==> config.mk <==
export PLATFORM = sky130hd
export DESIGN_NAME = qdac_regbank
export DESIGN_NICKNAME = d
export VERILOG_FILES = /design/src/rtl/qdac_pkg.sv /design/src/rtl/qdac_clr_sync.sv /design/src/rtl/qdac_ctrl.sv /design/src/rtl/qdac_chan.sv /design/src/rtl/qdac_regbank.sv
export SDC_FILE = /design/constraint.sdc
export NUM_CORES = 1
export LEC_CHECK = 0
export BUFFER_PORTS_ARGS = -buffer_cell sky130_fd_sc_hd__clkbuf_2
export CORE_UTILIZATION = 59
export CTS_CLUSTER_DIAMETER = 150
export DETAILED_ROUTE_END_ITERATION = 10
export GPL_TIMING_DRIVEN = 0
export PLACE_DENSITY = 0.87
export SYNTH_ARGS = -nofsm -noshare
export SYNTH_HDL_FRONTEND = slang
export SYNTH_SLANG_ARGS = --single-unit
==> constraint.sdc <==
create_clock -name clk -period 3.6 [get_ports clk]
set_input_delay 0.72 -clock clk [delete_from_list [all_inputs] [get_ports clk]]
set_output_delay 0.72 -clock clk [all_outputs]
set_load 0.05 [all_outputs]
==> src/rtl/qdac_pkg.sv <==
package qdac_pkg;

  typedef struct packed {
    logic clr_evt;
    logic clr_low;
    logic load_ok;
  } bank_ctl_t;

endpackage

==> src/rtl/qdac_clr_sync.sv <==
module qdac_clr_sync #(
  parameter int unsigned SYNC_STAGES = 2
) (
  input  logic clk,
  input  logic rst,
  input  logic clr_pin_n,
  output logic clr_low,
  output logic clr_evt
);

  localparam int unsigned TOP = SYNC_STAGES - 1;

  logic [SYNC_STAGES-1:0] sync_q;
  logic                   prev_q;

  always_ff @(posedge clk) begin
    if (rst) begin
      sync_q <= '1;
      prev_q <= 1'b1;
    end else begin
      sync_q <= {sync_q[SYNC_STAGES-2:0], clr_pin_n};
      prev_q <= sync_q[TOP];
    end
  end

  assign clr_low = ~sync_q[TOP];
  assign clr_evt = prev_q & ~sync_q[TOP];

  // one event per falling edge, never two in a row
  assert_single_event_R10: assert property (@(posedge clk) disable iff (rst)
    clr_evt |=> !clr_evt);

endmodule

==> src/rtl/qdac_ctrl.sv <==
module qdac_ctrl (
  input  logic clk,
  input  logic rst,
  input  logic clr_evt,
  input  logic wr_busy,
  input  logic wr_stb,
  input  logic last_byte_stb,
  input  logic hs_mode,
  output logic wr_ok,
  output logic clr_mode,
  output logic wr_abort,
  output logic hs_exit
);

  logic last_ok;

  assign wr_ok   = wr_stb & ~wr_abort & ~clr_evt;
  assign last_ok = last_byte_stb & ~wr_abort & ~clr_evt;

  always_ff @(posedge clk) begin
    if (rst) begin
      clr_mode <= 1'b0;
      wr_abort <= 1'b0;
      hs_exit  <= 1'b0;
    end else begin
      hs_exit <= clr_evt & hs_mode;
      if (clr_evt) begin
        clr_mode <= 1'b1;
        wr_abort <= wr_busy;
      end else begin
        if (last_ok) clr_mode <= 1'b0;
        if (!wr_busy) wr_abort <= 1'b0;
      end
    end
  end

  assert_clr_enters_mode_R7: assert property (@(posedge clk) disable iff (rst)
    clr_evt |=> clr_mode);

  assert_valid_last_exits_R7: assert property (@(posedge clk) disable iff (rst)
    (clr_mode && last_byte_stb && !wr_abort && !clr_evt) |=> !clr_mode);

  assert_abort_on_busy_R8: assert property (@(posedge clk) disable iff (rst)
    (clr_evt && wr_busy) |=> wr_abort);

  assert_aborted_last_ignored_R8: assert property (@(posedge clk) disable iff (rst)
    (wr_abort && clr_mode) |=> clr_mode);

  assert_hs_pulse_R9: assert property (@(posedge clk) disable iff (rst)
    (clr_evt && hs_mode) |=> hs_exit ##1 !hs_exit);

endmodule

==> src/rtl/qdac_chan.sv <==
module qdac_chan
  import qdac_pkg::*;
#(
  parameter int unsigned DATA_W = 16
) (
  input  logic              clk,
  input  logic              rst,
  input  logic              pwr_mid,
  input  bank_ctl_t         ctl,
  input  logic              wr_en,
  input  logic [DATA_W-1:0] wr_data,
  output logic [DATA_W-1:0] dac_q
);

  localparam logic [DATA_W-1:0] MIDSCALE = {1'b1, {(DATA_W-1){1'b0}}};

  logic [DATA_W-1:0] stage_q;
  logic              fresh_q;

  always_ff @(posedge clk) begin
    if (rst) begin
      stage_q <= pwr_mid ? MIDSCALE : '0;
      dac_q   <= pwr_mid ? MIDSCALE : '0;
      fresh_q <= 1'b0;
    end else if (ctl.clr_evt) begin
      stage_q <= '0;
      dac_q   <= '0;
      fresh_q <= 1'b0;
    end else begin
      if (ctl.load_ok && fresh_q) begin
        dac_q   <= stage_q;
        fresh_q <= 1'b0;
      end
      if (wr_en) begin
        stage_q <= wr_data;
        fresh_q <= 1'b1;
      end
    end
  end

  assert_reset_level_R1: assert property (@(posedge clk) disable iff (rst)
    $past(rst) |-> (dac_q == ($past(pwr_mid) ? MIDSCALE : '0)));

  assert_clear_zeroes_R5: assert property (@(posedge clk) disable iff (rst)
    ctl.clr_evt |=> (dac_q == '0 && stage_q == '0 && !fresh_q));

  assert_load_blocked_R6: assert property (@(posedge clk) disable iff (rst)
    (ctl.clr_low && !ctl.clr_evt) |=> $stable(dac_q));

  assert_transfer_R3: assert property (@(posedge clk) disable iff (rst)
    (ctl.load_ok && fresh_q && !wr_en && !ctl.clr_evt) |=>
      (!fresh_q && dac_q == $past(stage_q)));

  assert_no_load_hold_R2: assert property (@(posedge clk) disable iff (rst)
    (!ctl.load_ok && !ctl.clr_evt) |=> $stable(dac_q));

endmodule

==> src/rtl/qdac_regbank.sv <==
module qdac_regbank
  import qdac_pkg::*;
#(
  parameter int unsigned NUM_CH      = 4,
  parameter int unsigned DATA_W      = 16,
  parameter int unsigned SYNC_STAGES = 2,
  localparam int unsigned CH_W       = (NUM_CH > 1) ? $clog2(NUM_CH) : 1
) (
  input  logic                     clk,
  input  logic                     rst,
  input  logic                     pwr_mid,
  input  logic [CH_W-1:0]          wr_ch,
  input  logic [DATA_W-1:0]        wr_data,
  input  logic                     wr_stb,
  input  logic                     last_byte_stb,
  input  logic                     wr_busy,
  input  logic                     hs_mode,
  input  logic                     load_n,
  input  logic                     clr_n,
  output logic [NUM_CH*DATA_W-1:0] dac_out,
  output logic                     clr_mode,
  output logic                     wr_abort,
  output logic                     hs_exit
);

  bank_ctl_t ctl;
  logic      clr_low;
  logic      clr_evt;
  logic      wr_ok;

  qdac_clr_sync #(.SYNC_STAGES(SYNC_STAGES)) u_sync (
    .clk       (clk),
    .rst       (rst),
    .clr_pin_n (clr_n),
    .clr_low   (clr_low),
    .clr_evt   (clr_evt)
  );

  qdac_ctrl u_ctrl (
    .clk           (clk),
    .rst           (rst),
    .clr_evt       (clr_evt),
    .wr_busy       (wr_busy),
    .wr_stb        (wr_stb),
    .last_byte_stb (last_byte_stb),
    .hs_mode       (hs_mode),
    .wr_ok         (wr_ok),
    .clr_mode      (clr_mode),
    .wr_abort      (wr_abort),
    .hs_exit       (hs_exit)
  );

  always_comb begin
    ctl.clr_evt = clr_evt;
    ctl.clr_low = clr_low;
    ctl.load_ok = ~load_n & ~clr_low & ~clr_evt;
  end

  for (genvar i = 0; i < NUM_CH; i++) begin : g_ch
    logic sel;
    assign sel = wr_ok && (wr_ch == CH_W'(i));

    qdac_chan #(.DATA_W(DATA_W)) u_chan (
      .clk     (clk),
      .rst     (rst),
      .pwr_mid (pwr_mid),
      .ctl     (ctl),
      .wr_en   (sel),
      .wr_data (wr_data),
      .dac_q   (dac_out[i*DATA_W +: DATA_W])
    );
  end

  // an aborted frame never writes
  assert_abort_blocks_write_R8: assert property (@(posedge clk) disable iff (rst)
    wr_abort |-> !wr_ok);

endmodule

== Yosys cells after proc, flatten, opt, wreduce, memory -nomap -nowiden ==
Index checks and enable logic that the tools add are counted.

* Reduce and logical (&&, ||, !) cells: 23
* Shift operators: 0
* Multiplexer cells: 37
* $add $sub $neg: 0
* Magnitude comparators: 0
* Divide/modulo/power cells: 0
* Bitwise gates (word level): 12
* Eq/ne operators: 4
* $mul: 0

{| class="wikitable"
|+ Operator list
! cell !! count
|-
| two-way mux 16 bit || 25
|-
| nonzero test 3 bit || 8
|-
| two-way mux 1 bit || 12
|-
| nonzero test 2 bit || 5
|-
| bitwise AND 1 bit || 8
|-
| logical AND 1 bit || 8
|-
| == test 2 bit, second input constant || 2
|-
| NOT 1 bit || 4
|-
| == test 2 x 1 -> 1 bit, second input constant || 1
|-
| zero test 2 bit || 1
|-
| != test 2 x 1 -> 1 bit, second input constant || 1
|-
| OR reduction 2 bit || 1
|}

* Bits in writable memories: 0
* Memories: 0
* Input port bits: 27
* Output and inout bits: 67
* Bits in latches: 0
* Register bits: 138
* Memory bits (read-only): 0
* Word-level logic and storage cells: 93

== Depth between registers and ports, before layout ==
Gate-level depths: netlist of the first run.

* Depth after elaboration: 8
* Mapped depth: 5
* Gate-level depth less buffers: 3

== Hierarchy ==
A second synthesis of the first run with hierarchy kept.

* Cells, all modules: 319
* Area total of the unflattened synthesis: 5271.3 um2

{| class="wikitable"
|+ By module, submodules not included
! module !! instances !! area an instance (um2) !! seq. area each (um2) !! cells an instance
|-
| qdac_chan || 4 || 1258.7 || 980.9 || 74
|-
| qdac_ctrl || 1 || 105.1 || 60.1 || 10
|-
| qdac_clr_sync || 1 || 88.8 || 60.1 || 8
|-
| qdac_regbank || 1 || 42.5 || 0.0 || 5
|}

== Worst setup path after synthesis of the first run ==
OpenSTA, ideal clock, no wires.

* Path kind: input to register
* Start: input wr_stb
* End: register g_ch[1].u_chan.stage_q[0] (enable)
* Arrival: 2.255 ns
* Stages: 3
* Path buffers: 0
* Setup time: 0.411 ns
* Data required time: 3.189 ns
* Setup slack: 0.934 ns
* Cell sequence: nor2b_1 > nand2_1 > o21ai_0

* Cells in the longest elaborated chain, start to end: 4

{| class="wikitable"
|+ RTL lines
! element !! line !! RTL
|-
| from (decl) || qdac_regbank.sv:14 || <nowiki>input logic wr_stb,</nowiki>
|-
| bitwise AND 1 bit (2 in series) || qdac_ctrl.sv:17 || <nowiki>assign wr_ok = wr_stb & ~wr_abort & ~clr_evt;</nowiki>
|-
| logical AND 1 bit || qdac_regbank.sv:61 || <nowiki>assign sel = wr_ok && (wr_ch == CH_W'(i));</nowiki>
|-
| nonzero test 3 bit (no line) || n/a ||
|-
| to (signal assigned) || qdac_chan.sv:22 || <nowiki>stage_q <= pwr_mid ? MIDSCALE : '0;</nowiki>
|-
| to (signal assigned) || qdac_chan.sv:35 || <nowiki>stage_q <= wr_data;</nowiki>
|-
| to (decl) || qdac_chan.sv:17 || <nowiki>logic [DATA_W-1:0] stage_q;</nowiki>
|}

No other way between the ends.
A chain may end at the register's enable or synchronous reset.

== Worst setup path in the final report of the first run ==
* Start: register u_sync.prev_q
* End: register g_ch[1].u_chan.dac_q[3] (enable)

* Cells in the longest elaborated chain, start to end: 5

{| class="wikitable"
|+ RTL lines
! element !! line !! RTL
|-
| from (decl) || qdac_clr_sync.sv:14 || <nowiki>logic prev_q;</nowiki>
|-
| from (signal assigned) || qdac_clr_sync.sv:22 || <nowiki>prev_q <= sync_q[TOP];</nowiki>
|-
| bitwise AND 1 bit (*) || qdac_clr_sync.sv:27 || <nowiki>assign clr_evt = prev_q & ~sync_q[TOP];</nowiki>
|-
| NOT 1 bit || qdac_regbank.sv:56 || <nowiki>ctl.load_ok = ~load_n & ~clr_low & ~clr_evt;</nowiki>
|-
| bitwise AND 1 bit || qdac_regbank.sv:56 ||
|-
| logical AND 1 bit || qdac_chan.sv:30 || <nowiki>if (ctl.load_ok && fresh_q) begin</nowiki>
|-
| nonzero test 3 bit (no line) (*) || n/a ||
|-
| to (signal assigned) || qdac_chan.sv:23 || <nowiki>dac_q <= pwr_mid ? MIDSCALE : '0;</nowiki>
|-
| to (signal assigned) || qdac_chan.sv:31 || <nowiki>dac_q <= stage_q;</nowiki>
|-
| to (decl) || qdac_chan.sv:12 || <nowiki>output logic [DATA_W-1:0] dac_q</nowiki>
|}

Every way passes the cells marked *; elsewhere a longest branch is shown, timed or not.

==> results of run 1 <==
## stage by stage
stage,setup WS [ns],hold WS [ns]
after floorplan,0.934,0.389
after global placement,0.0872,0.395
after detailed placement,1.23,0.399
after CTS,1.60,0.371
after global routing,1.49,0.377
final,1.64,0.387
## worst max-delay path, cell delays in order, from the launching register on
cell,delay [ns]
dfxtp_1,0.34
nor2b_2,0.22
nor2_4,0.08
buf_12,0.15
buf_12,0.14
nand2_1,0.64
## logic make-up (layout without fill, tap and decap cells)
group                  Yosys count  in the layout
buffers and inverters           12            137
and+or+nand+nor                107            107
DFF                            138            138
AOI/OAI and AO/OA               13             13
## state kept, by name (all words and copies together), names as in the netlist
signal and cells:
u_ctrl.wr_abort 1, u_sync.sync_q 2, g_ch.u_chan.dac_q 64, u_ctrl.clr_mode 1
g_ch.u_chan.fresh_q 4, g_ch.u_chan.stage_q 64, u_sync.prev_q 1, u_ctrl.hs_exit 1
## cells in the mapped netlist
| cell type | count | share of area [%] |
|---|---|---|
| edfxtp_1 | 128 | 78 |
| and2_1 | 52 | 6.6 |
| and2_4 | 23 | 4.1 |
| nand2_1 | 14 | 1.1 |
| dfxtp_1 | 10 | 4.0 |
| a22o_1 | 5 | 0.89 |
| clkbuf_2 | 5 | 0.51 |
| nor2_1 | 5 | 0.38 |
| buf_12 | 4 | 1.6 |
| a21oi_1 | 3 | 0.30 |
| or2_2 | 3 | 0.38 |
| inv_1 | 2 | 0.15 |
| nand2b_1 | 2 | 0.25 |
| nor2b_1 | 2 | 0.25 |
| o21ai_0 | 2 | 0.20 |
| a21o_1 | 1 | 0.15 |
| a22oi_1 | 1 | 0.15 |
| a32oi_1 | 1 | 0.18 |
| buf_2 | 1 | 0.10 |
| nand3_1 | 1 | 0.10 |
| nand3b_1 | 1 | 0.15 |
| nor2_4 | 1 | 0.23 |
| nor2b_2 | 1 | 0.18 |
| nor3b_1 | 1 | 0.15 |
| or2b_1 | 1 | 0.15 |
## power by group through the flow
stage                     registers, uW  clock network [uW]  logic (uW)
after floorplan                    2180                   0         119
after global placement             1970                   0         444
after detailed placement           1970                   0         455
after CTS                          1940                1850         460
after global routing               1950                1910         479
final                              1940                1850         457
## final cells by class
cell class / count / share of cell area (%)
clock inverters: 14 / 3.56
plain buffers: 10 / 1.78
clock buffers: 18 / 6.76
well taps: 105 / 2.13
flip-flops and latches: 138 / 65.4
multi-input cells: 120 / 12.7
inverters: 2 / 0.121
repair buffers: 93 / 7.53
## routing by layer
metal	global-route usage (%)	vias to the layer above	share of wire [%]
met4	12.7	0	2.3
met2	35.6	150	50
met3	7.80	19	9.2
met1	25.6	1255	39
li1	-	1198	-
met5	0	-	0
## path summary, 6_finish.rpt
path	end	slack, ns	cells past startpoint
hold reg to reg	u_sync.sync_q[1]$_SDFF_PP1_	0.41	1
setup / recovery	g_ch[1].u_chan.dac_q[3]$_SDFFCE_PP0P_	1.64	5
hold / removal	u_sync.sync_q[0]$_SDFF_PP1_	0.39	2
setup reg to reg	g_ch[1].u_chan.dac_q[3]$_SDFFCE_PP0P_	1.64	5
==> flow_metrics.tcl, run 1 <==
set metrics [dict create \
    min_from "clr_n" \
    rows 33 \
    pwr-share-clk_pct 43.5 \
    drc_errors 0 \
    synth-seq-cells 138 \
    post-route-util_pct 75.6 \
    critPathLaunch "u_sync.prev_q$_SDFF_PP1_" \
    hold_class "input port to register" \
    gp_congestion 0.737 \
    vias 2622 \
    grt_pass1_vias 2556 \
    powerDensity_mw_per_mm2 687 \
    slew_headroom_pct 34.3 \
    die_width_um 93.5 \
    post_drt_wl_per_cell_um 18.0 \
    drtIter0Drc 153 \
    maxCapViolations 0 \
    clk_pin_slew_worst_paths_ns 0.06 \
    synth_top_family_by_area "simple AND/OR/NAND/NOR gates" \
    cts_made_buffers 17 \
    drive_gt1_share_pct 41.0 \
    cts_max_path_buffers 2 \
    fin_area_sq_mm 0.00618 \
    comb_power_share_pct 10.8 \
    root_buffer "clkbuf_8" \
    yosysSeqAreaShare_pct 81.8 \
    nNetsFinal 409 \
    htree_levels 4 \
    syn_inst 270 \
    dieArea_sq_mm 0.00875 \
    finalCritPeriodShare_pct 54.5 \
    syn_to_final_growth_pct 25.1 \
    io_pins 94 \
    endpoint_kind "register" \
    seq_power_share_pct 45.7 \
    dr.pass1.iters 5 \
    required_ns 3.73 \
    switching_share_pct 24.3 \
    internal-power_uw 3210 \
    antenna_found_initial 0 \
    final.setup.tns_ns 0 \
    startpoint_type "register" \
    cts-resized-gates 0 \
    cp_max_fo 16 \
    worstReg2RegStart "u_sync.prev_q$_SDFF_PP1_" \
    leakage_uw 0.00255 \
    crit_type "register to register" \
    hold_viol_final 0 \
    synth_nets 297 \
    ir_worst_vdd_v 0.000425 \
    io_buffers 93 \
    core-area_sq_mm 0.00818 \
    clock_latency_ns 0.51 \
    viasPerCell 5.24 \
    synthXorXnorAreaFrac_pct 0 \
    grt_max_degree 17 \
    timing.final.crit_period_ns 1.96 \
    grtUsageTotal_pct 22.0 \
    grt_pass1_wl_mm 13.2 \
    yosysWarnings 0 \
    worstMarginPinSlew_ns 0.986 \
    drt-total-wl_mm 9.02 \
    place_area_sq_mm 0.00554 \
    cts_hold_buf 0 \
    critPathArrivalTime_ns 2.09 \
    setup_viol 0 \
    finalPower_uw 4250 \
    final_cells 500 \
    final_cell_mix "edfxtp_1 (128), clkbuf_2 (98), and2_1 (52), and2_4 (23), clkbuf_16 (16)" \
    ys_types 25 \
    yosys.area_share.simple_pct 13.9 \
    fp.dieH_um 93.5 \
    report.final.slew_viol_count 0 \
    cts_setup_buffers 0 \
    dp_cells 468 \
    clock-sinks 138 \
    antennaDiodeCount 0 \
    dp_hpwl_mm 5.26 \
    fmax_mhz 509 \
    fillers 461 \
    multi_input_area_sq_um 786 \
    tritoncts "done" \
    synth_mux_area_share_pct 0 \
    synth-compound-area-share_pct 1.87 \
    synthAdderAreaFrac_pct 0 \
    switchingPower_uw 1030 \
    grt_overflow_total 0 \
    fin_skew_ns 0.0103 \
    synthesis.area_sq_mm 0.00494 \
    start_util_pct 60.5 \
    synth.avg_cell_area_sq_um 18.3 \
    grt_setup_unrepaired "no" \
    final_common_cell "edfxtp_1" \
    status "finished clean" \
    ant_nets 0 \
    regArea_sq_mm 0.00404 \
]
Power figures use the tool's default switching activity.
==> inputs of run 2 (changes only) <==
--- a/config.mk
+++ b/config.mk
@@ -5,12 +5,13 @@
 export SDC_FILE = /design/constraint.sdc
 export NUM_CORES = 1
 export LEC_CHECK = 0
+export ABC_AREA = 1
 export BUFFER_PORTS_ARGS = -buffer_cell sky130_fd_sc_hd__clkbuf_2
-export CORE_UTILIZATION = 59
+export CORE_UTILIZATION = 54
 export CTS_CLUSTER_DIAMETER = 150
 export DETAILED_ROUTE_END_ITERATION = 10
 export GPL_TIMING_DRIVEN = 0
-export PLACE_DENSITY = 0.87
+export PLACE_DENSITY = 0.81
 export SYNTH_ARGS = -nofsm -noshare
 export SYNTH_HDL_FRONTEND = slang
 export SYNTH_SLANG_ARGS = --single-unit
==> constraint.sdc (replaced) <==
create_clock -name clk -period 1.9 [get_ports clk]
set_input_delay 0.38 -clock clk [delete_from_list [all_inputs] [get_ports clk]]
set_output_delay 0.38 -clock clk [all_outputs]
set_load 0.05 [all_outputs]
==> run 2 against run 1 <==
Net effect:
- the run now ends with DRC left
- die area up 9.9%
- fmax up 4.7%
- total power up 76%
- critical path depth unchanged
- clock-buffer cell count up 5
- first-iteration DRC count up 99%
- routed wire length up 4.0%
- final area down 1.0%
- utilization down 6.1 points
- register-to-register slack worse by 1.6 ns
- combinational power up 87%
- synthesized cell count up 34%
==> flow_metrics.tcl, run 2 <==
set metrics [dict create \
    fmax_mhz 534 \
    required_ns 2.04 \
    die_width_um 98.0 \
    synth-compound-area-share_pct 0.603 \
    hold_viol_final 0 \
    top_usage_layer "met2" \
    ir_worst_vdd_v 0.000764 \
    synthesis.area_sq_mm 0.00498 \
    synthAdderAreaFrac_pct 0 \
    nNetsFinal 501 \
    root_buffer "clkbuf_8" \
    dieArea_sq_mm 0.00961 \
    whs_ns 0.0461 \
    drt-total-wl_mm 9.39 \
    grtUsageTotal_pct 21.0 \
    gp_congestion 0.842 \
    yosysWarnings 0 \
    rows 34 \
    dp_hpwl_mm 6.01 \
    synth_top_family_by_area "simple AND/OR/NAND/NOR gates" \
    place_area_sq_mm 0.00558 \
    setup_viol 0 \
    syn_to_final_growth_pct 22.9 \
    cp_slowest_cell "nand2_1" \
    clock_latency_ns 0.52 \
    fillers 582 \
    synth.avg_cell_area_sq_um 13.8 \
    final_cell_mix "edfxtp_1 (128), clkbuf_2 (93), nor2_1 (81), inv_1 (67), nand2_1 (41)" \
    grt_pass1_vias 2705 \
    leakage_uw 0.00273 \
    fin_skew_ns 0.00825 \
    core-area_sq_mm 0.00881 \
    report.final.slew_viol_count 0 \
    antenna_found_initial 0 \
    synthFlopType "edfxtp_1" \
    status "complete, but fails checks" \
    fp.dieH_um 98.0 \
    reg_top3 "g_ch.u_chan.dac_q x64, g_ch.u_chan.stage_q x64, g_ch.u_chan.fresh_q x4" \
    synth_most_common_cell "edfxtp_1" \
    clk_pin_slew_worst_paths_ns 0.05 \
    ys_types 16 \
    ant_nets 0 \
    final.setup.tns_ns 0 \
    grt_overflow_total 0 \
    met2_usage_pct 33.0 \
    met3_usage_pct 7.30 \
    synth-seq-cells 138 \
    synth_mux_area_share_pct 0 \
    yosys-top-cells-count "edfxtp_1 (128), nor2_1 (81), inv_1 (67)" \
    yosysTopAreaCell "edfxtp_1" \
    final_common_cell "edfxtp_1" \
    path_delay_family "simple AND/OR/NAND/NOR gates" \
    hold_class "input port to register" \
    yosys.area_share.simple_pct 11.0 \
    fin_ws_ns 0.0262 \
    htree_levels 4 \
    cts_max_path_buffers 2 \
    startpoint_type "register" \
    dr.pass1.iters 8 \
    yosysSeqAreaShare_pct 81.2 \
    drive_gt1_share_pct 29.0 \
    post_drt_wl_per_cell_um 15.8 \
    cts_made_buffers 17 \
    syn_inst 362 \
    finalCritPeriodShare_pct 98.6 \
    powerDensity_mw_per_mm2 1220 \
    io_pins 94 \
    crit_buf_inv 2 \
    drtIter0Drc 304 \
    grt_max_degree 17 \
    grt_use_met1_pct 27.1 \
    antennaDiodeCount 0 \
    drc_errors 10 \
    critPathArrivalTime_ns 2.02 \
    io_buffers 93 \
    start_util_pct 56.6 \
    clock-sinks 138 \
    yosys-top-cells-area "edfxtp_1 (77%), nor2_1 (6.1%), inv_1 (5.0%)" \
    crit_type "register to register" \
    synth-edff-count 128 \
    timing.final.crit_period_ns 1.87 \
    cts_setup_buffers 0 \
    fin_area_sq_mm 0.00612 \
    tritoncts "done" \
    synth_top_area_share_pct 77.2 \
    vias 2901 \
    endpoint_kind "register" \
    maxCapViolations 0 \
    async_flop_share_pct 0 \
    violations "DRC" \
    crit_chain "inv_2, nand2_2, buf_2, nand3_1, nand2_1" \
    grt_setup_unrepaired "yes" \
    synthXorXnorAreaFrac_pct 0 \
    post-route-util_pct 69.5 \
    worstMarginPinSlew_ns 0.721 \
    dpl_worst_slack_ns 0.0441 \
    synth_nets 389 \
    cp_max_fo 16 \
    grt_pass1_wl_mm 14.2 \
    slew_headroom_pct 51.8 \
    viasPerCell 4.88 \
    slowest_delay_ns 0.57 \
]
-- run 2: cell count changes after synthesis, sizes merged, moves of 2 or more --
cell,previous run,this run
a22o,5,0
nand3,1,8
clkbuf,5,1
nor2b,3,0
nand2b,2,0
and2,75,0
buf,5,10
nand2,14,45
a21oi,3,6
nor2,6,82
o21ai,2,0
inv,2,70
-- run 2: path summary, 6_finish.rpt --
path | start | endpoint | slack [ns] | cells after the start
min | clr_n | u_sync.sync_q[0]$_SDFF_PP1_ | 0.05 | 2
min reg2reg | u_sync.sync_q[0]$_SDFF_PP1_ | u_sync.sync_q[1]$_SDFF_PP1_ | 0.42 | 1
max | u_sync.sync_q[1]$_SDFF_PP1_ | g_ch[2].u_chan.stage_q[13]$_DFFE_PP_ | 0.03 | 5
max reg2reg | u_sync.sync_q[1]$_SDFF_PP1_ | g_ch[2].u_chan.stage_q[13]$_DFFE_PP_ | 0.03 | 5
-- run 2: power by group --
group / internal, uW / switching (uW)
logic: 166 / 690
clock network: 1790 / 1140
registers: 3610 / 72.5
-- run 2: cell families after synthesis --
group                  after synthesis
AND/OR/NAND/NOR                    137
buffers and inverters               81
flip-flops                         138
AO/OA/AOI/OAI                        6
-- run 2: layout make-up --
class                           instances  area, sq um  area share (%)
Sequential cell                       138         4040            66.1
Multi-Input combinational cell        143          586            9.57
Clock inverter                          9         73.8            1.21
Buffer                                 11         93.8            1.53
Timing Repair Buffer                   93          465            7.61
Clock buffer                           23          457            7.46
Inverter                               70          265            4.33
Tap cell                              108          135            2.21
-- run 2: repair_timing --
action                                  in CTS  in global routing
resized for setup                            0                  3
endpoints found under the setup margin       0                128
hold buffers                                 0                  0
-- run 2: through the flow --
| step | cells | power [uW] |
|---|---|---|
| floorplan | 362 | 4360 |
| global placement | 563 | 4570 |
| detailed placement | 563 | 4590 |
| CTS | 595 | 7490 |
| global route | 595 | 7700 |
| finish | 595 | 7460 |
-- run 2: layer usage --
layer  up-vias  share of wire [%]
met5         -                  0
met4         0                2.4
met3        24                9.5
met2       156                 48
met1      1324                 40
li1       1397                  -
-- run 2: worst register-to-register path: stages, from the launching register on --
cell and delay [ns]:
dfxtp_1 0.46, inv_2 0.07, nand2_2 0.08, buf_2 0.20, nand3_1 0.13, nand2_1 0.57
==> inputs of run 3 (changes only) <==
--- a/config.mk
+++ b/config.mk
@@ -7,11 +7,11 @@
 export LEC_CHECK = 0
 export ABC_AREA = 1
 export BUFFER_PORTS_ARGS = -buffer_cell sky130_fd_sc_hd__clkbuf_2
-export CORE_UTILIZATION = 54
+export CORE_UTILIZATION = 30
 export CTS_CLUSTER_DIAMETER = 150
 export DETAILED_ROUTE_END_ITERATION = 10
 export GPL_TIMING_DRIVEN = 0
-export PLACE_DENSITY = 0.81
+export PLACE_DENSITY = 0.51
 export SYNTH_ARGS = -nofsm -noshare
 export SYNTH_HDL_FRONTEND = slang
 export SYNTH_SLANG_ARGS = --single-unit
==> run 3 against run 2 <==
Net effect:
- the run now ends clean
- worst hold slack improved by 0.11 ns
- clock skew is 0.0022 ns lower
- sequential share of layout area fell by 2.4 points
- highest routed layer unchanged
==> flow_metrics.tcl, run 3 (synthesis results as in run 2) <==
set metrics [dict create \
    clk_pin_slew_worst_paths_ns 0.06 \
    startpoint_type "register" \
    worstMarginPinSlew_ns 0.638 \
    fin_skew_ns 0.00610 \
    grtUsageTotal_pct 12.8 \
    root_buffer "clkbuf_16" \
    tritoncts "done" \
    whs_ns 0.152 \
    cts_made_buffers 17 \
    grt_max_degree 17 \
    htree_levels 4 \
    grt_pass1_wl_mm 15.0 \
    syn_to_final_growth_pct 27.6 \
    report.final.slew_viol_count 0 \
    cts_setup_buffers 0 \
    rows 46 \
    vias 2832 \
    leakage_uw 0.00276 \
    grt_pass1_vias 2791 \
    fp.dieH_um 131 \
    gp_congestion 0.722 \
    final_cells 703 \
    ir_worst_vdd_v 0.000665 \
    fmax_mhz 596 \
    drt-total-wl_mm 10.1 \
    setup_viol 0 \
    final_common_cell "edfxtp_1" \
    timing.final.crit_period_ns 1.68 \
    dieArea_sq_mm 0.0171 \
    required_ns 1.96 \
    drive_gt1_share_pct 29.4 \
    antenna_found_initial 0 \
    io_pins 94 \
    clock-sinks 138 \
    ant_nets 0 \
    die_width_um 131 \
    reg_top3 "g_ch.u_chan.dac_q x64, g_ch.u_chan.stage_q x64, g_ch.u_chan.fresh_q x4" \
    powerDensity_mw_per_mm2 1260 \
    crit_type "register to register" \
    core-area_sq_mm 0.0161 \
    grt_overflow_total 0 \
    fin_area_sq_mm 0.00635 \
    status "finished clean" \
    clock_latency_ns 0.41 \
    dr.pass1.iters 5 \
    cts_max_path_buffers 2 \
    cp_max_fo 16 \
    final_cell_mix "edfxtp_1 (128), clkbuf_2 (93), nor2_1 (81), inv_1 (67), nand2_1 (36)" \
    dp_hpwl_mm 7.11 \
    hold_viol_final 0 \
    start_util_pct 31.0 \
    finalCritPeriodShare_pct 88.4 \
    critPathArrivalTime_ns 1.74 \
    viasPerCell 4.03 \
    antennaDiodeCount 0 \
    drtIter0Drc 162 \
    io_buffers 93 \
    final.setup.tns_ns 0 \
    place_area_sq_mm 0.00572 \
    hold_class "input port to register" \
    drc_errors 0 \
    endpoint_kind "register" \
    grt_setup_unrepaired "no" \
    post_drt_wl_per_cell_um 14.3 \
    nNetsFinal 501 \
    dp_cells 671 \
    slew_headroom_pct 57.3 \
    post-route-util_pct 39.6 \
    maxCapViolations 0 \
]
==> run 3: cell count changes in the layout (fill, tap and decap cells not counted), sizes merged <==
cell | previous run | this run
bufinv | 1 | 5
clkinv | 8 | 5
clkbuf | 117 | 116
==> run 3: what timing repair did <==
action                     in CTS  in global routing
hold buffers                    0                  0
setup endpoints to repair       4                112
resized for setup               1                  7
==> run 3: critical path: stages, from the launching register on <==
cell     delay, ns
dfxtp_1       0.45
inv_2         0.07
nand2_2       0.08
buf_2         0.20
nand3_1       0.15
nand2_2       0.37
==> run 3: area by class of cell <==
cell class	instances	area (sq um)
buffer	11	93.8
fill	1545	9700
clock buffer	22	444
clock inverter	10	173
tap	216	270
multi-input combinational	143	598
inverter	70	265
sequential	138	4040
timing repair buffer	93	465
==> run 3: where the power goes <==
group | internal (uW) | switching, uW
sequential | 3610 | 72.8
combinational | 167 | 689
clock | 2310 | 1150
total | 6090 | 1910
==> run 3: final timing paths <==
check                           cells after the start                        start                              endpoint  slack [ns]
worst max-delay path                                5  u_sync.sync_q[1]$_SDFF_PP1_  g_ch[3].u_chan.stage_q[11]$_DFFE_PP_        0.22
worst min-delay path                                2                        clr_n           u_sync.sync_q[0]$_SDFF_PP1_        0.15
worst max register to register                      5  u_sync.sync_q[1]$_SDFF_PP1_  g_ch[3].u_chan.stage_q[11]$_DFFE_PP_        0.22
worst min register to register                      1  u_sync.sync_q[0]$_SDFF_PP1_           u_sync.sync_q[1]$_SDFF_PP1_        0.42
==> run 3: metrics by stage <==
step	total power [uW]	setup slack, ns
after floorplan	4360	0.317
after global placement	4600	0.0582
after detailed placement	4610	0.0188
after CTS	8070	0.00479
after global routing	8280	0.0826
final	8000	0.221
==> run 3: layer usage <==
metal | global-route usage (%) | vias to the layer above | routed length [um] | part of all wire (%)
met5 | 0 | - | 0 | 0
met3 | 3.95 | 18 | 671 | 6.7
met2 | 21.0 | 101 | 5020 | 50
met4 | 6.69 | 0 | 208 | 2.1
met1 | 15.1 | 1321 | 4160 | 41
li1 | - | 1392 | - | -
